===== src/rtl/trace_step_ctrl.sv =====
module trace_step_ctrl #(
  parameter int VEC_W = 16,
  parameter int FLUSH_CYC = 3,
  parameter int SAVE_DEPTH = 4,
  parameter logic [VEC_W-1:0] TRACE_VEC = 'h4,
  parameter logic [VEC_W-1:0] STK_VEC = 'h2
) (
  input  logic             clk,
  input  logic             rst_n,
  input  logic             retire,
  input  logic             rep_busy,
  input  logic             fast_irq,
  input  logic             trace_wr,
  input  logic             trace_wdata,
  input  logic             hdl_enter,
  input  logic             hdl_return,
  input  logic             stack_fault,
  input  logic             stk_clear,
  input  logic             ext_req,
  input  logic [1:0]       ext_ipl,
  output logic             stall,
  output logic             exc_take,
  output logic [VEC_W-1:0] exc_vector,
  output logic             trace_en,
  output logic [1:0]       mask_lvl,
  output logic             stk_pending,
  output logic             ext_accept
);
  localparam int CW = $clog2(FLUSH_CYC + 1);
  localparam int IW = $clog2(SAVE_DEPTH);
  localparam int PW = $clog2(SAVE_DEPTH + 1);

  logic [CW-1:0]    cnt_q;
  logic             trace_q;
  logic [1:0]       mask_q;
  logic             stk_q, stk_done_q;
  logic             take_q;
  logic [VEC_W-1:0] vec_q;
  logic [2:0]       save_q [SAVE_DEPTH];
  logic [PW-1:0]    sp_q;
  logic [PW-1:0]    sp_top;

  wire trace_fire = retire && trace_q && !rep_busy && !fast_irq && (cnt_q == '0);
  wire last_flush = (cnt_q == CW'(1));
  wire stk_live   = !stk_done_q && (stk_q || stack_fault);
  wire stk_take   = stk_live && ((cnt_q == '0) || last_flush);

  assign sp_top = sp_q - PW'(1);

  always_ff @(posedge clk) begin
    if (!rst_n) begin
      cnt_q <= '0;
      take_q <= 1'b0;
      vec_q <= '0;
    end else begin
      if (trace_fire)
        cnt_q <= CW'(FLUSH_CYC);
      else if (cnt_q != '0)
        cnt_q <= cnt_q - CW'(1);
      take_q <= stk_take || last_flush;
      vec_q  <= stk_take ? STK_VEC : (last_flush ? TRACE_VEC : vec_q);
    end
  end

  always_ff @(posedge clk) begin
    if (!rst_n) begin
      stk_q <= 1'b0;
      stk_done_q <= 1'b0;
    end else if (stk_clear) begin
      stk_q <= 1'b0;
      stk_done_q <= 1'b0;
    end else begin
      if (stack_fault) stk_q <= 1'b1;
      if (stk_take) stk_done_q <= 1'b1;
    end
  end

  always_ff @(posedge clk) begin
    if (!rst_n) begin
      trace_q <= 1'b0;
      mask_q <= 2'd0;
      sp_q <= '0;
      for (int i = 0; i < SAVE_DEPTH; i++) save_q[i] <= '0;
    end else if (hdl_enter) begin
      save_q[sp_q[IW-1:0]] <= {trace_q, mask_q};
      sp_q <= sp_q + PW'(1);
      trace_q <= 1'b0;
      mask_q <= 2'd3;
    end else if (hdl_return) begin
      if (sp_q != '0) begin
        {trace_q, mask_q} <= save_q[sp_top[IW-1:0]];
        sp_q <= sp_top;
      end
    end else if (trace_wr) begin
      trace_q <= trace_wdata;
    end
  end

  assign stall       = (cnt_q != '0);
  assign exc_take    = take_q;
  assign exc_vector  = vec_q;
  assign trace_en    = trace_q;
  assign mask_lvl    = mask_q;
  assign stk_pending = stk_q;
  assign ext_accept  = ext_req && (ext_ipl >= mask_q) && !stall && !trace_fire && !stk_live;
endmodule


===== config.mk =====
export PLATFORM = sky130hd
export DESIGN_NAME = trace_step_ctrl
export DESIGN_NICKNAME = d
export VERILOG_FILES = /design/src/rtl/trace_step_ctrl.sv
export SDC_FILE = /design/constraint.sdc
export NUM_CORES = 1
export LEC_CHECK = 0
export CAP_MARGIN = 20
export CELL_PAD_IN_SITES_DETAIL_PLACEMENT = 1
export CELL_PAD_IN_SITES_GLOBAL_PLACEMENT = 2
export CORE_ASPECT_RATIO = 0.7
export CORE_MARGIN = 3
export CORE_UTILIZATION = 34
export CTS_CLUSTER_SIZE = 40
export DETAILED_ROUTE_END_ITERATION = 8
export DONT_BUFFER_PORTS = 1
export PLACE_DENSITY_LB_ADDON = 0.1
export SYNTH_ARGS = -nofsm -noshare
export SYNTH_HDL_FRONTEND = slang
export SYNTH_SLANG_ARGS = --single-unit

===== constraint.sdc =====
create_clock -name clk -period 1.7 [get_ports clk]
set_input_delay 0.34 -clock clk [delete_from_list [all_inputs] [get_ports clk]]
set_output_delay 0.34 -clock clk [all_outputs]
set_load 0.005 [all_outputs]

## Word-level counts from Yosys, hierarchy flattened

Memories as Yosys holds them, arrays and structs flattened.
Cells that the tools add are included.

- Flip-flop bits (word level): 13
- Bits in latches: 0
- Bits in writable memories: 12
- ROM bits: 0
- Output and inout bits: 23
- Word-level logic and storage cells: 70
- Memories kept: 1

Memory list:

| name | words | bits a word | rd ports | clocked after Yosys merged registers in | write ports | RTL line | text |
|---|---|---|---|---|---|---|---|
| save_q | 4 | 3 | 1 | 0 | 4 | 39 | `logic [2:0] save_q [SAVE_DEPTH];` |

- Add/subtract/negate cells: 3
- $mul: 0
- Divide/modulo/power cells: 0
- Order comparisons: 1
- Equal/unequal tests: 2
- Shift operators: 0
- Multiplexer cells: 20
- Bitwise logic cells: 1
- Reductions and logical operators: 33

Operator list:

| kind | number |
|---|---|
| $mux 2 | 8 |
| $mux 3 | 4 |
| $reduce_bool 2->1 | 6 |
| $logic_and 1x1->1 | 10 |
| $mux 1 | 8 |
| $logic_not 1->1 | 6 |
| $reduce_or 2->1 | 3 |
| $reduce_and 2->1 | 2 |
| $add 3x1->3 const B | 1 |
| $logic_or 1x1->1 | 3 |
| $reduce_bool 3->1 | 1 |
| $reduce_or 3->1 | 1 |
| $sub 3x1->3 const B | 1 |
| $eq 2x1->1 const B | 1 |
| $ge 2x2->1 | 1 |
| $logic_not 2->1 | 1 |
| $ne 2x1->1 const B | 1 |
| $sub 2x1->2 const B | 1 |
| $not 1->1 | 1 |

## Depth between registers and ports, before layout

Gate-level depths: netlist of the first run.

- Word-level depth: 7
- Gate-level depth with buffers: 7

## Worst setup path before layout of the first run

Ideal clock, no wire load.

- Path kind: reg-to-reg
- Start point: reg sp_q[0]
- End point: reg trace_q (netlist: trace_en)
- Library setup time: 0.124 ns
- Data arrival time: 1.468 ns
- Data required time: 1.576 ns
- Setup slack: 0.108 ns
- Cell stages (with the launch flop): 7
- Path buffers: 1
- Path through: dfxtp_1 -> buf_6 -> inv_2 -> ha_1 -> mux4_2 -> a22oi_2 -> nor4b_2

- Longest elaborated chain between the ends: 4
- Elaborated cells between the ends (all ways): 7

RTL lines:

| element | RTL line | text |
|---|---|---|
| from (decl) | 40 | `logic [PW-1:0] sp_q;` |
| from (signal assigned) | 86 | `sp_q <= sp_q + PW'(1);` |
| from (signal assigned) | 92 | `sp_q <= sp_top;` |
| $sub 3x1->3 | 48 | `assign sp_top = sp_q - PW'(1);` |
| $mem_v2 4x3 | -- |  |
| $mux 1 | 90 | `if (sp_q != '0) begin` |
| $mux 1 | 89 | `end else if (hdl_return) begin` |
| to (signal assigned) | 91 | `{trace_q, mask_q} <= save_q[sp_top[IW-1:0]];` |
| to (signal assigned) | 95 | `trace_q <= trace_wdata;` |
| to (decl) | 34 | `logic trace_q;` |

Parallel ways exist; a longest one is shown, timed or not. The select of a mux whose other input is x is not followed.
A chain may end at the register's enable or synchronous reset.

## Worst setup path after layout of the first run

- Start point: reg cnt_q[0]
- End point: out ext_accept

- Longest elaborated chain between the ends: 5
- Elaborated cells between the ends (all ways): 8

RTL lines:

| element | RTL line | text |
|---|---|---|
| from (decl) | 33 | `logic [CW-1:0] cnt_q;` |
| from (signal assigned) | 57 | `cnt_q <= CW'(FLUSH_CYC);` |
| from (signal assigned) | 59 | `cnt_q <= cnt_q - CW'(1);` |
| $reduce_bool 2->1 / $logic_not 2->1 (equally long branches) | 99, 43 |  |
| $logic_not 1->1 / $logic_and 1x1->1 (equally long branches) | 105, 43 |  |
| $logic_and 1x1->1 / $logic_not 1->1 (equally long branches) | 105 | `assign ext_accept = ext_req && (ext_ipl >= mask_q) && !stall && !trace_fire && !stk_live;` |
| $logic_and 1x1->1 (*) (2 in a row) | 105 |  |
| to (decl) | 27 | `output logic ext_accept` |

Mark *: on every way between the ends. The rest lies on a longest branch, timed or not.

==> results of run 1 <==
==> critical path: stages (launching register included) <==
cell	delay, ns
dfxtp_1	0.34
inv_1	0.08
ha_2	0.23
o31ai_2	0.11
nor3_2	0.22
==> registers in the layout, summed over array words and instances (netlist names) <==
| name | cells |
|---|---|
| exc_vector | 2 |
| cnt_q | 2 |
| save_q | 12 |
| sp_q | 3 |
| trace_en | 1 |
| exc_take | 1 |
| stk_pending | 1 |
| stk_done_q | 1 |
| mask_lvl | 2 |
==> stage by stage <==
stage                     utilization (%)  hold slack (ns)  setup slack [ns]  std cells
final                                39.2            0.115             0.103        184
after global routing                 39.2            0.102           0.00400        184
after CTS                            39.0            0.111            0.0224        184
after detailed placement             37.6            0.419             0.194        180
after global placement               37.6            0.415             0.235        180
after floorplan                         -            0.416             0.108        142
==> logic make-up after synthesis <==
group	share of synthesized area [%]
buf+inv	11.8
xor+xnor	0.640
flops	45.3
fa+ha+maj	6.40
mux	4.94
simple gates	20.9
other cells	0.274
compound gates	9.69
==> timing repair <==
item | 4_1_cts | 5_1_grt
buffers inserted | 0 | 0
resized for setup | 3 | 2
setup endpoints to repair | 1 | 1
==> cell type report <==
class / count / area [µm²]
Inverter: 7 / 26.3
Multi-Input combinational cell: 92 / 643
Timing Repair Buffer: 6 / 45.0
Clock inverter: 1 / 5.00
Fill cell: 434 / 2250
Clock buffer: 3 / 41.3
Tap cell: 50 / 62.6
Sequential cell: 25 / 623
==> layer usage <==
| metal | part of all wire, % | wire length, µm | up-vias |
|---|---|---|---|
| li1 | - | - | 426 |
| met2 | 40 | 1230 | 32 |
| met5 | 0 | 0 | - |
| met4 | 1.8 | 56 | 0 |
| met1 | 51 | 1590 | 415 |
| met3 | 6.9 | 212 | 4 |
==> power groups by stage <==
stage               Sequential (mW)  Combinational (mW)  Clock [mW]
floorplan                     0.766               0.359           0
global placement              0.777               0.451           0
detailed placement            0.779               0.464           0
CTS                           0.766               0.472       0.381
global route                  0.778               0.532       0.404
finish                        0.765               0.468       0.372
==> how the worst min path moves through the flow <==
stage | startpoint | cells past startpoint | to
2_1_floorplan | stk_clear | 1 | stk_done_q
3_3_place_gp | hdl_enter | 1 | trace_en
3_5_place_dp | stk_clear | 1 | stk_done_q
4_1_cts | hdl_enter | 1 | trace_en
5_1_grt | hdl_enter | 1 | trace_en
6_report | hdl_enter | 1 | trace_en
==> cells in the final DEF (no fill, tap or decap) <==
cell type / n
a22oi_2: 1
nor4b_2: 1
nor4_1: 3
dfxtp_2: 2
inv_1: 4
buf_4: 6
and3_1: 3
nor2_1: 5
nor3_1: 4
clkbuf_8: 3
nand2b_4: 1
and2_4: 1
nor2b_1: 3
o21ai_0: 3
o211a_1: 1
nand2_1: 10
dfxtp_1: 11
mux4_2: 3
nor3_2: 2
nand3_1: 1
clkinv_2: 1
a21oi_1: 4
a21boi_1: 4
o21a_1: 2
ha_2: 1
a211o_1: 1
nand2b_1: 5
or3_1: 1
a32oi_1: 1
xnor2_1: 1
and2_1: 7
inv_2: 3
edfxtp_1: 12
o31ai_2: 1
conb_1: 14
nor3b_1: 2
ha_1: 6
==> results.sh, run 1 <==
export IMPL_cp_arrival_ns=1.26
export IMPL_numCtsBuffers=3
export IMPL_cts_tree="done"
export IMPL_cts_root_buf="clkbuf_8"
export IMPL_ant_nets=0
export IMPL_synth_avg_cell_area_um2=10.6
export IMPL_initial_core_util_pct=37.1
export IMPL_drtIter0Drc=34
export IMPL_irDropWorstVdd_mv=0.455
export IMPL_grt_pass1_wl_um=4880
export IMPL_p_seq_share_pct=47.7
export IMPL_drive_gt1_share_pct=19.4
export IMPL_dieHeight_um=59.1
export IMPL_required_ns=1.36
export IMPL_globalplace_congestion=0.793
export IMPL_p_int_mw=1.09
export IMPL_holdBufCountCts=0
export IMPL_htreeDepth=1
export IMPL_drv_cap=0
export IMPL_crit_path_max_fanout=4
export IMPL_crit_start="cnt_q[0]"
export IMPL_period_share_pct=93.9
export IMPL_p_total_mw=1.60
export IMPL_path_class="reg2out"
export IMPL_timing_setup_tns_ns=0
export IMPL_port_buffers=0
export IMPL_slew_viol_final=0
export IMPL_grt_overflow=0
export IMPL_routed_wl_um=3090
export IMPL_reg2reg_from="sp_q[0]"
export IMPL_areaGrowthSynthToFinish_pct=5.67
export IMPL_yosys_warnings=0
export IMPL_die_area_mm2=0.00484
export IMPL_yosys_top_cells_count="buf_4 (16), dfxtp_1 (13), edfxtp_1 (12)"
export IMPL_synth_ff_type="dfxtp_1"
export IMPL_grt_antenna_before_repair=0
export IMPL_io_pins=37
export IMPL_fin_area_mm2=0.00145
export IMPL_clk_latency_ns=0.28
export IMPL_cts_buffer_depth=2
export IMPL_first_pass_iters=4
export IMPL_grtUsageTotal_pct=14.2
export IMPL_yosysUniqueCellTypes=35
export IMPL_grt_use_met1_pct=19.6
export IMPL_yosys_area_top_type="edfxtp_1"
export IMPL_p_per_area_mw_per_mm2=1110
export IMPL_hold_class="in2reg"
export IMPL_status="finished, final reports clean"
export IMPL_synthCells=129
export IMPL_grt_max_degree=21
export IMPL_nNetsFinal=156
export IMPL_dpl_cell_area_mm2=0.00139
export IMPL_ys_seq_elements=25
export IMPL_rr_worst_depth=5
export IMPL_row_count=18
export IMPL_rrSetupSlack_ns=0.20
export IMPL_setup_viol=0
export IMPL_use_met3_pct=4.86
export IMPL_worstReg2RegEnd="trace_en"
export IMPL_vias=877
export IMPL_p_leak_nw=0.590
export IMPL_synth_edff_count=12
export IMPL_antenna_cells=0
export IMPL_comb_power_share_pct=29.2
export IMPL_post_drt_via_cell_ratio=4.77
export IMPL_place_hpwl_um=2370
export IMPL_path_clk_slew_ns=0.10
export IMPL_synthTopCellsByArea="edfxtp_1 (26%), dfxtp_1 (19%), buf_4 (8.8%)"
export IMPL_p_switching_mw=0.513
export IMPL_fin_crit_ns=1.60
export IMPL_clock_skew_ns=0.00934
export IMPL_final_hold_violation_count=0
export IMPL_synth_most_common_cell="buf_4"
export IMPL_grt_busiest_layer="met2"
export IMPL_async_reset_ff_share_pct=0
export IMPL_cp_start_kind="flip-flop"
export IMPL_post_drt_wl_per_cell_um=16.8
export IMPL_first_global_vias=921
export IMPL_use_met2_pct=20.1
export IMPL_coreArea_mm2=0.00369
export IMPL_p_clk_share_pct=23.2
export IMPL_worstSetupEndpoint="ext_accept"
export IMPL_crit_path_end_kind="primary output"
export IMPL_swShare_pct=32.0
export IMPL_yosysTopAreaCellShare_pct=26.3
export IMPL_cts_sinks=25
export IMPL_synth_seq_area_share_pct=45.3
export IMPL_drcViolationCount=0
export IMPL_dieWidth_um=81.8
export IMPL_synth_area_mm2=0.00137
export IMPL_rsz0062_at_grt="no"
export IMPL_clock_fmax_ghz=0.626
(Power assumes the default switching activity.)
==> inputs of run 2 (changes only) <==
Settings changed: CORE_UTILIZATION 34 to 36, CTS_BUF_LIST from default to sky130_fd_sc_hd__clkbuf_8.
==> run 2 against run 1 <==
  * Sequential power shrank 0.5%
  * Critical endpoint unchanged
  * Combinational power about the same
  * Core utilization increased by 0.95 points
  * Cell area decreased by 0.69%
  * Setup slack worse by 0.026 ns
  * Non-clock buffer count is 1 lower
==> results.sh, run 2 (synthesis results as in run 1) <==
export IMPL_largest_register_ffs=12
export IMPL_rr_worst_depth=4
export IMPL_globalplace_congestion=0.739
export IMPL_top_register="save_q"
export IMPL_grt_pass1_wl_um=4910
export IMPL_slew_viol_final=0
export IMPL_io_pins=37
export IMPL_grt_overflow=0
export IMPL_cp_arrival_ns=1.28
export IMPL_grt_antenna_before_repair=0
export IMPL_status="finished, final reports clean"
export IMPL_vias=899
export IMPL_holdBufCountCts=0
export IMPL_path_clk_slew_ns=0.09
export IMPL_fillers=412
export IMPL_antenna_cells=0
export IMPL_first_pass_iters=4
export IMPL_cp_start_kind="flip-flop"
export IMPL_layout_common_cells="conb_1 (14), dfxtp_1 (12), edfxtp_1 (12)"
export IMPL_cts_buffer_depth=2
export IMPL_p_per_area_mw_per_mm2=1100
export IMPL_routed_wl_um=2960
export IMPL_first_global_vias=905
export IMPL_path_class="reg2out"
export IMPL_rsz0062_at_grt="no"
export IMPL_clk_latency_ns=0.27
export IMPL_crit_path_end_kind="primary output"
export IMPL_coreArea_mm2=0.00358
export IMPL_drcViolationCount=0
export IMPL_dieHeight_um=57.6
export IMPL_initial_core_util_pct=38.2
export IMPL_slowest_stage="dfxtp_1"
export IMPL_whs_path_depth=1
export IMPL_layout_commonest_cell="conb_1"
export IMPL_worstReg2RegEnd="trace_en"
export IMPL_rrSetupSlack_ns=0.21
export IMPL_required_ns=1.36
export IMPL_cts_root_buf="clkbuf_8"
export IMPL_post_drt_via_cell_ratio=4.91
export IMPL_hp_start="hdl_enter"
export IMPL_reg2reg_from="sp_q[0]"
export IMPL_nNetsFinal=155
export IMPL_grt_max_degree=21
export IMPL_cts_tree="done"
export IMPL_numCtsBuffers=3
export IMPL_crit_path_max_fanout=5
export IMPL_drv_cap=0
export IMPL_p_leak_nw=0.587
export IMPL_path_cells="inv_2 > ha_1 > a21oi_1 > nor3_2"
export IMPL_htreeDepth=1
export IMPL_drtIter0Drc=27
export IMPL_whs_endpoint="trace_en"
export IMPL_reg_top3="save_q: 12 flops, sp_q: 3 flops"
export IMPL_grtUsageTotal_pct=14.4
export IMPL_cpPeakStageDelay_ns=0.40
export IMPL_cts_sinks=25
export IMPL_period_share_pct=95.5
export IMPL_final_hold_violation_count=0
export IMPL_final_cells=183
export IMPL_row_count=18
export IMPL_ant_nets=0
export IMPL_clock_skew_ns=0.000948
export IMPL_timing_setup_tns_ns=0
export IMPL_setup_viol=0
export IMPL_dp_cells=179
export IMPL_hold_class="in2reg"
export IMPL_drive_gt1_share_pct=17.3
export IMPL_post_drt_wl_per_cell_um=16.2
export IMPL_dieWidth_um=79.7
export IMPL_port_buffers=0
export IMPL_areaGrowthSynthToFinish_pct=4.94
export IMPL_place_hpwl_um=2290
export IMPL_fin_crit_ns=1.62
export IMPL_clock_fmax_ghz=0.616
export IMPL_irDropWorstVdd_mv=0.398
export IMPL_die_area_mm2=0.00459
==> run 2: changes by cell type in the layout (fill, tap and decap cells not counted) <==
cell	previous run	this run
buf_4	6	5
clkinv_2	1	0
inv_1	4	5
dfxtp_2	2	1
dfxtp_1	11	12
==> run 2: final cells by class <==
cell class / instances / area, µm² / share of cell area, %
repair buffers: 5 / 37.5 / 2.61
flip-flops and latches: 25 / 622 / 43.3
multi-input cells: 92 / 643 / 44.8
inverters: 7 / 26.3 / 1.83
clock inverters: 1 / 3.75 / 0.261
well taps: 50 / 62.6 / 4.36
clock buffers: 3 / 41.3 / 2.87
==> run 2: critical path: cells and delay by family, from the launching register on <==
| family | cells | cell delay (ns) |
|---|---|---|
| flip-flops | 1 | 0.40 |
| AND/OR/NAND/NOR | 1 | 0.07 |
| buffers and inverters | 1 | 0.10 |
| adder cells (fa/ha/maj) | 1 | 0.28 |
| AO/OA/AOI/OAI | 1 | 0.17 |
==> run 2: routing by layer <==
layer  wire (µm)  global-route usage [%]  vias up  share of wire [%]
met5           0                       0        -                  0
met3         183                    4.26        5                6.2
met4          28                    3.68        0               0.95
met1        1590                    22.4      431                 54
met2        1160                    19.3       35                 39
li1            -                       -      428                  -
==> run 2: repair_timing <==
item / in CTS / in global routing
gates cloned: 0 / 0
setup endpoints to repair: 1 / 1
resized for setup: 1 / 3
pin swaps: 0 / 0
setup buffers: 0 / 0
==> run 2: metrics by stage <==
step                util, %  hold WS [ns]  worst slack [ns]  area, µm²  power, mW
floorplan                 -         0.416             0.108       1420       1.13
global placement       38.6         0.415             0.259       1380       1.22
detailed placement     38.6         0.417             0.232       1380       1.24
CTS                    40.0         0.125           0.00841       1430       1.59
global route           40.1         0.106          0.000553       1440       1.70
finish                 40.1         0.125            0.0765       1440       1.58
==> run 2: worst max-delay path by stage <==
stage,depth (start not counted),from,endpoint
floorplan,6,sp_q[0],trace_en
global placement,4,sp_q[0],trace_en
detailed placement,4,sp_q[0],trace_en
CTS,4,mask_lvl[1],ext_accept
global route,4,mask_lvl[1],ext_accept
finish,4,mask_lvl[1],ext_accept
==> run 2: report_power, final <==
group	leakage [nW]	switching (mW)	total, mW	internal (mW)
clock	0.0269	0.191	0.353	0.162
combinational	0.327	0.257	0.469	0.212
sequential	0.233	0.0494	0.761	0.712
